`src/rtl/pgc_pkg.sv`:
```
package pgc_pkg;

    localparam int NUM_KEYS  = 5;
    // key index doubles as priority: larger index wins
    localparam int KEY_NORM  = 0;
    localparam int KEY_RPT   = 1;
    localparam int KEY_STEP  = 2;
    localparam int KEY_DIGIT = 3;
    localparam int KEY_NUM   = 4;

    typedef enum logic [2:0] {
        GM_NORMAL,
        GM_REPEAT,
        GM_STOP,
        GM_DIGIT,
        GM_NUMBER
    } gate_mode_e;

endpackage

```
`src/rtl/pgc_inbound.sv`:
```
module pgc_inbound #(
    parameter int NKEYS = 5
) (
    input  logic             clk,
    input  logic             rst_n,
    input  logic [NKEYS-1:0] keys,
    input  logic             host_key_n,
    input  logic             op_start_n,
    input  logic             digit_end_n,
    input  logic             number_end_n,
    output logic [NKEYS-1:0] key_edge,
    output logic             host_rise,
    output logic             op_flag,
    output logic             digit_flag,
    output logic             number_flag
);

    logic [NKEYS-1:0] key_q;
    logic             host_q;
    logic             host_qq;

    genvar g;
    generate
        for (g = 0; g < NKEYS; g++) begin : g_key
            always_ff @(posedge clk or negedge rst_n) begin
                if (!rst_n) key_q[g] <= 1'b0;
                else        key_q[g] <= keys[g];
            end
            assign key_edge[g] = keys[g] & ~key_q[g];
        end
    endgenerate

    // host flags: invert at the boundary, register once
    always_ff @(posedge clk or negedge rst_n) begin
        if (!rst_n) begin
            host_q      <= 1'b0;
            host_qq     <= 1'b0;
            op_flag     <= 1'b0;
            digit_flag  <= 1'b0;
            number_flag <= 1'b0;
        end else begin
            host_q      <= ~host_key_n;
            host_qq     <= host_q;
            op_flag     <= ~op_start_n;
            digit_flag  <= ~digit_end_n;
            number_flag <= ~number_end_n;
        end
    end

    assign host_rise = host_q & ~host_qq;

endmodule

```
`src/rtl/pgc_keysel.sv`:
```
module pgc_keysel #(
    parameter int NKEYS = 5
) (
    input  logic [NKEYS-1:0] key_edge,
    output logic [NKEYS-1:0] win,
    output logic             any
);

    always_comb begin
        win = '0;
        for (int i = 0; i < NKEYS; i++) begin
            if (key_edge[i]) begin
                win    = '0;
                win[i] = 1'b1;
            end
        end
    end

    assign any = |key_edge;

endmodule

```
`src/rtl/pgc_host.sv`:
```
module pgc_host #(
    parameter bit HOST_COUNT_STOP = 1'b0,
    parameter int HOST_PULSES     = 8
) (
    input  logic clk,
    input  logic rst_n,
    input  logic in_normal,
    input  logic host_rise,
    input  logic op_flag,
    input  logic pass_en,
    output logic host_run
);

    localparam int CNT_W = (HOST_PULSES > 2) ? $clog2(HOST_PULSES) : 1;
    localparam logic [CNT_W-1:0] LAST = CNT_W'(HOST_PULSES - 1);

    logic [CNT_W-1:0] cnt_q;
    logic             op_close;
    logic             cnt_close;

    assign op_close  = !HOST_COUNT_STOP && op_flag;
    assign cnt_close = HOST_COUNT_STOP && host_run && pass_en && (cnt_q == LAST);

    always_ff @(posedge clk or negedge rst_n) begin
        if (!rst_n) begin
            host_run <= 1'b0;
            cnt_q    <= '0;
        end else if (in_normal) begin
            host_run <= 1'b0;
            cnt_q    <= '0;
        end else if (op_close) begin
            host_run <= 1'b0;
        end else if (host_rise) begin
            host_run <= 1'b1;
            cnt_q    <= '0;
        end else if (cnt_close) begin
            host_run <= 1'b0;
            cnt_q    <= '0;
        end else if (HOST_COUNT_STOP && host_run && pass_en) begin
            cnt_q    <= cnt_q + 1'b1;
        end
    end

endmodule

```
`src/rtl/pulse_gate_ctrl.sv`:
```
module pulse_gate_ctrl #(
    parameter bit HOST_COUNT_STOP = 1'b0,
    parameter int HOST_PULSES     = 8
) (
    input  logic clk,
    input  logic rst_n,
    input  logic pulse_stb,
    input  logic key_norm,
    input  logic key_rpt,
    input  logic key_step,
    input  logic key_digit,
    input  logic key_num,
    input  logic rate_tick,
    input  logic host_key_n,
    input  logic op_start_n,
    input  logic digit_end_n,
    input  logic number_end_n,
    output logic pass_en,
    output logic clk_on
);
    import pgc_pkg::*;

    logic [NUM_KEYS-1:0] keys_v;
    logic [NUM_KEYS-1:0] key_edge;
    logic [NUM_KEYS-1:0] win;
    logic                any_key;
    logic                host_rise;
    logic                op_flag;
    logic                digit_flag;
    logic                number_flag;
    logic                host_run;

    gate_mode_e mode_q, mode_d;
    logic       armed_q, armed_d;

    assign keys_v[KEY_NORM]  = key_norm;
    assign keys_v[KEY_RPT]   = key_rpt;
    assign keys_v[KEY_STEP]  = key_step;
    assign keys_v[KEY_DIGIT] = key_digit;
    assign keys_v[KEY_NUM]   = key_num;

    pgc_inbound #(.NKEYS(NUM_KEYS)) u_in (
        .clk(clk), .rst_n(rst_n), .keys(keys_v),
        .host_key_n(host_key_n), .op_start_n(op_start_n),
        .digit_end_n(digit_end_n), .number_end_n(number_end_n),
        .key_edge(key_edge), .host_rise(host_rise), .op_flag(op_flag),
        .digit_flag(digit_flag), .number_flag(number_flag)
    );

    pgc_keysel #(.NKEYS(NUM_KEYS)) u_sel (
        .key_edge(key_edge), .win(win), .any(any_key)
    );

    pgc_host #(.HOST_COUNT_STOP(HOST_COUNT_STOP), .HOST_PULSES(HOST_PULSES)) u_host (
        .clk(clk), .rst_n(rst_n), .in_normal(mode_q == GM_NORMAL),
        .host_rise(host_rise), .op_flag(op_flag), .pass_en(pass_en),
        .host_run(host_run)
    );

    // next-state
    always_comb begin
        mode_d  = mode_q;
        armed_d = armed_q;
        if (any_key) begin
            if (win[KEY_NUM]) begin
                mode_d  = GM_NUMBER;
                armed_d = 1'b1;
            end else if (win[KEY_DIGIT]) begin
                mode_d  = GM_DIGIT;
                armed_d = 1'b1;
            end else if (win[KEY_STEP]) begin
                armed_d = (mode_q == GM_STOP);
                mode_d  = GM_STOP;
            end else if (win[KEY_RPT]) begin
                mode_d  = GM_REPEAT;
                armed_d = 1'b0;
            end else begin
                mode_d  = GM_NORMAL;
                armed_d = 1'b0;
            end
        end else begin
            unique case (mode_q)
                GM_NORMAL: armed_d = 1'b0;
                GM_REPEAT: begin
                    if (rate_tick)    armed_d = 1'b1;
                    else if (pass_en) armed_d = 1'b0;
                end
                GM_STOP:   if (pass_en) armed_d = 1'b0;
                GM_DIGIT:  if (pass_en && digit_flag) armed_d = 1'b0;
                GM_NUMBER: if (pass_en && number_flag) armed_d = 1'b0;
                default:   armed_d = 1'b0;
            endcase
        end
    end

    // state register
    always_ff @(posedge clk or negedge rst_n) begin
        if (!rst_n) begin
            mode_q  <= GM_STOP;
            armed_q <= 1'b0;
        end else begin
            mode_q  <= mode_d;
            armed_q <= armed_d;
        end
    end

    // outputs
    always_comb begin
        clk_on  = (mode_q == GM_NORMAL) || armed_q || host_run;
        pass_en = pulse_stb && clk_on;
    end

endmodule

```
`config.mk`:
```
export PLATFORM = sky130hd
export DESIGN_NAME = pulse_gate_ctrl
export DESIGN_NICKNAME = d
export VERILOG_FILES = /design/src/rtl/pgc_pkg.sv /design/src/rtl/pgc_inbound.sv /design/src/rtl/pgc_keysel.sv /design/src/rtl/pgc_host.sv /design/src/rtl/pulse_gate_ctrl.sv
export SDC_FILE = /design/constraint.sdc
export NUM_CORES = 1
export LEC_CHECK = 0
export CAP_MARGIN = 20
export CORE_AREA = 2 2 39 41
export CTS_BUF_LIST = sky130_fd_sc_hd__clkbuf_4
export CTS_CLUSTER_SIZE = 20
export DETAILED_ROUTE_END_ITERATION = 8
export DIE_AREA = 0 0 41 43
export PLACE_DENSITY_LB_ADDON = 0.3
export SYNTH_ARGS = -nofsm -noshare
export SYNTH_HDL_FRONTEND = slang
export SYNTH_SLANG_ARGS = --single-unit
```
`constraint.sdc`:
```
create_clock -name clk -period 2.1 [get_ports clk]
set_clock_uncertainty 0.05 [all_clocks]
set_input_delay 0.42 -clock clk [delete_from_list [all_inputs] [get_ports clk]]
set_output_delay 0.42 -clock clk [all_outputs]
set_load 0.03 [all_outputs]
```
==> run_results.csv <==
group,metric,value,unit
worst_setup_path,cp.required,1.63,ns
worst_setup_path,end_kind,"output port",
yosys,synthArstFlopShare,1.00,
cells_and_area,final_common_cell,"dfrtp_1",
pwr,ir_drop,403,uV
yosys,synth-edff-count,0,
yosys,ys_types,22,
clock_tree,cts_inserted_buffers,3,
cells_and_area,drive_gt1_frac,0.200,
yosys,ys_warn_count,0,
route,first_iter_violations,3,
yosys,synth-seq-area-share,0.603,
route,wirelength,1110,um
pwr,pwr-share-seq,0.530,
placed_design,dp_slack,0.0504,ns
floorplanning,die_w,41,um
worst_setup_path,crit_type,"flop to output port",
placed_design,numPortBuffers,14,
worst_setup_path,slowest_stage,"dfstp_2",
clock_tree,htree_levels,1,
pwr,switchingPower,0.156,mW
placed_design,dpl.hpwl,874,um
sta,layout_setup_ws,0.156,ns
clock_tree,cts_buffer_depth,2,
route,routedWlPerCell,12.2,um
worst_hold_path,hold_class,"flop to flop",
cells_and_area,num_antenna_cells,0,
clock_tree,cts-root-buf,"clkbuf_4",
global_routing,grt_pass1_wl,1870,um
global_routing,antenna_found_initial,0,
worst_setup_path,cp_top_family,"flip-flops",
yosys,synth_top_flop_cell,"dfrtp_1",
pwr,powerDensity,740,mW/mm^2
sta,fin_setup_tns,0,ns
cells_and_area,multi_input_area,221,um^2
yosys,synth_area,624,um^2
route,via_per_inst,5.27,
sta,fmax,514,MHz
global_routing,grt_usage,0.163,
cells_and_area,nNetsFinal,89,
pwr,leakage,0.367,nW
job,maxCapViolations,0,
pwr,internal-power,0.452,mW
sta,setup_viol,0,
floorplanning,fp.dieArea,0.00176,mm^2
yosys,syn_nets,68,
sta,finalHoldViolations,0,
floorplanning,floorplan.rows,14,
clock_tree,cts_tree,"done",
yosys,synthCells,55,
cells_and_area,final_cell_mix,"14 x dfrtp_1, 12 x clkdlybuf4s50_1, 7 x inv_1",
cells_and_area,regArea,377,um^2
sta,rsz0062_at_grt,"false",
yosys,ys_seq_elements,15,
sta,post-route-min-period,1.94,ns
outcome,outcome,"completed",
route,antenna_left,0,
floorplanning,start_util,0.451,
worst_setup_path,crit_arrival,1.47,ns
placed_design,place.gp.congestion,0.745,
worst_setup_path,start_kind,"flop",
global_routing,grt-ovfl-total,0,
pwr,power.share.combinational,0.183,
worst_setup_path,cp_max_fo,3,
sta,maxSlewHeadroom,0.564,
route,drcViolationCount,0,
global_routing,grt_max_degree,16,
clock_tree,clkTransAtPathRegs,0.09,ns
route,dr.pass1.iters,3,
sta,slew_violations,0,
clock_tree,cts_sinks,15,
floorplanning,ioPinCount,15,
cells_and_area,area.growth.synth_to_final,31.7,%
worst_setup_path,max_stage_delay,0.54,ns
global_routing,grt_pass1_vias,490,
floorplanning,die-height,43,um
sta,tightest_slew,0.651,ns
pwr,p_clk_frac,0.287,
floorplanning,core,0.00138,mm^2
sta,whs,0.367,ns
worst_setup_path,crit_path_cell_trace,"nor3_2, or3_2, buf_2",
worst_setup_path,path_buf_inv,1,
sta,min_period_over_period,0.926,
yosys,avgSynthCellArea,11.4,um^2
route,dr_total_vias,480,
clock_tree,clock_latency,0.28,ns
cells_and_area,fill_cells,114,
pwr,switching_share,0.257,
sequential cells by signal (all words and copies together), names as in the netlist:
register / flops
u_in.digit_flag: 1
u_in.host_q: 1
u_in.op_flag: 1
armed_q: 1
u_host.host_run: 1
mode_q: 3
u_in.key_q: 5
u_in.number_flag: 1
u_in.host_qq: 1
cell type report:
class / instances / area share
clock buffers: 4 / 0.0365
repair buffers: 16 / 0.180
multi-input cells: 33 / 0.269
inverters: 7 / 0.0320
flip-flops and latches: 15 / 0.458
well taps: 16 / 0.0244
timing repair:
item | 4_1_cts | 5_1_grt
gates cloned | 0 | 0
setup endpoints to repair | 1 | 1
hold endpoints to repair | 0 | 0
gates resized for setup | 3 | 2
hold buffers | 0 | 0
buffers inserted | 0 | 0
synthesized netlist by cell type (2+ instances only):
| cell | count | area (um^2) |
|---|---|---|
| a31oi_1 | 2 | 12.5 |
| nor2_1 | 3 | 11.3 |
| nand3_1 | 2 | 10.0 |
| dfrtp_1 | 14 | 350 |
| nand2_1 | 3 | 11.3 |
| a21oi_1 | 2 | 10.0 |
| nor2b_1 | 2 | 12.5 |
| a2111oi_2 | 2 | 30.0 |
| inv_1 | 7 | 26.3 |
| nand2b_1 | 5 | 31.3 |
| o21ai_0 | 2 | 10.0 |
cell families (layout without fill, tap and decap cells):
family                 after synthesis  after routing  synth area share
DFF                                 15             15             0.603
buffers and inverters                7             27            0.0421
and+or+nand+nor                     22             22             0.204
AOI/OAI and AO/OA                   11             11             0.150
worst register-to-register path, cell delays in order, from the launching register on:
cell and delay [ns]:
dfstp_2 0.54, nor3_2 0.06, o31a_4 0.30, a2111oi_2 0.35, o21ai_1 0.11, o311ai_1 0.08
power by group through the flow:
stage | clock [mW] | combinational [mW] | sequential [mW]
floorplan | 0 | 0.0587 | 0.329
global route | 0.190 | 0.123 | 0.325
detailed placement | 0 | 0.115 | 0.329
global placement | 0 | 0.113 | 0.327
finish | 0.174 | 0.112 | 0.323
CTS | 0.180 | 0.115 | 0.323
per-stage QoR:
stage	cells	instance area [um^2]	utilization	total power [mW]
6_report	91	822	0.594	0.609
4_1_cts	91	828	0.599	0.617
3_3_place_gp	87	797	0.576	0.440
3_5_place_dp	87	797	0.576	0.444
2_1_floorplan	55	624	-	0.387
5_1_grt	91	822	0.594	0.638
path summary, 6_finish.rpt:
check,startpoint,to,slack [ns],depth (start not counted)
worst max-delay path,mode_q[1],clk_on,0.16,3
worst min-delay path,u_in.op_flag,u_host.host_run,0.37,1
worst max register to register,mode_q[1],armed_q,0.50,5
worst min register to register,u_in.op_flag,u_host.host_run,0.37,1
max in group asynchronous,rst_n,u_in.host_qq,1.10,1
min in group asynchronous,rst_n,u_in.key_q[0],0.48,1
per-layer routing:
metal | up-vias | GRT usage | routed length (um)
li1 | 235 | - | -
met1 | 229 | 0.133 | 406
met2 | 11 | 0.309 | 625
met3 | 5 | 0.0314 | 42
met4 | 0 | 0.100 | 36
met5 | - | 0 | 0
No activity file was read; power rests on OpenSTA's default activity.
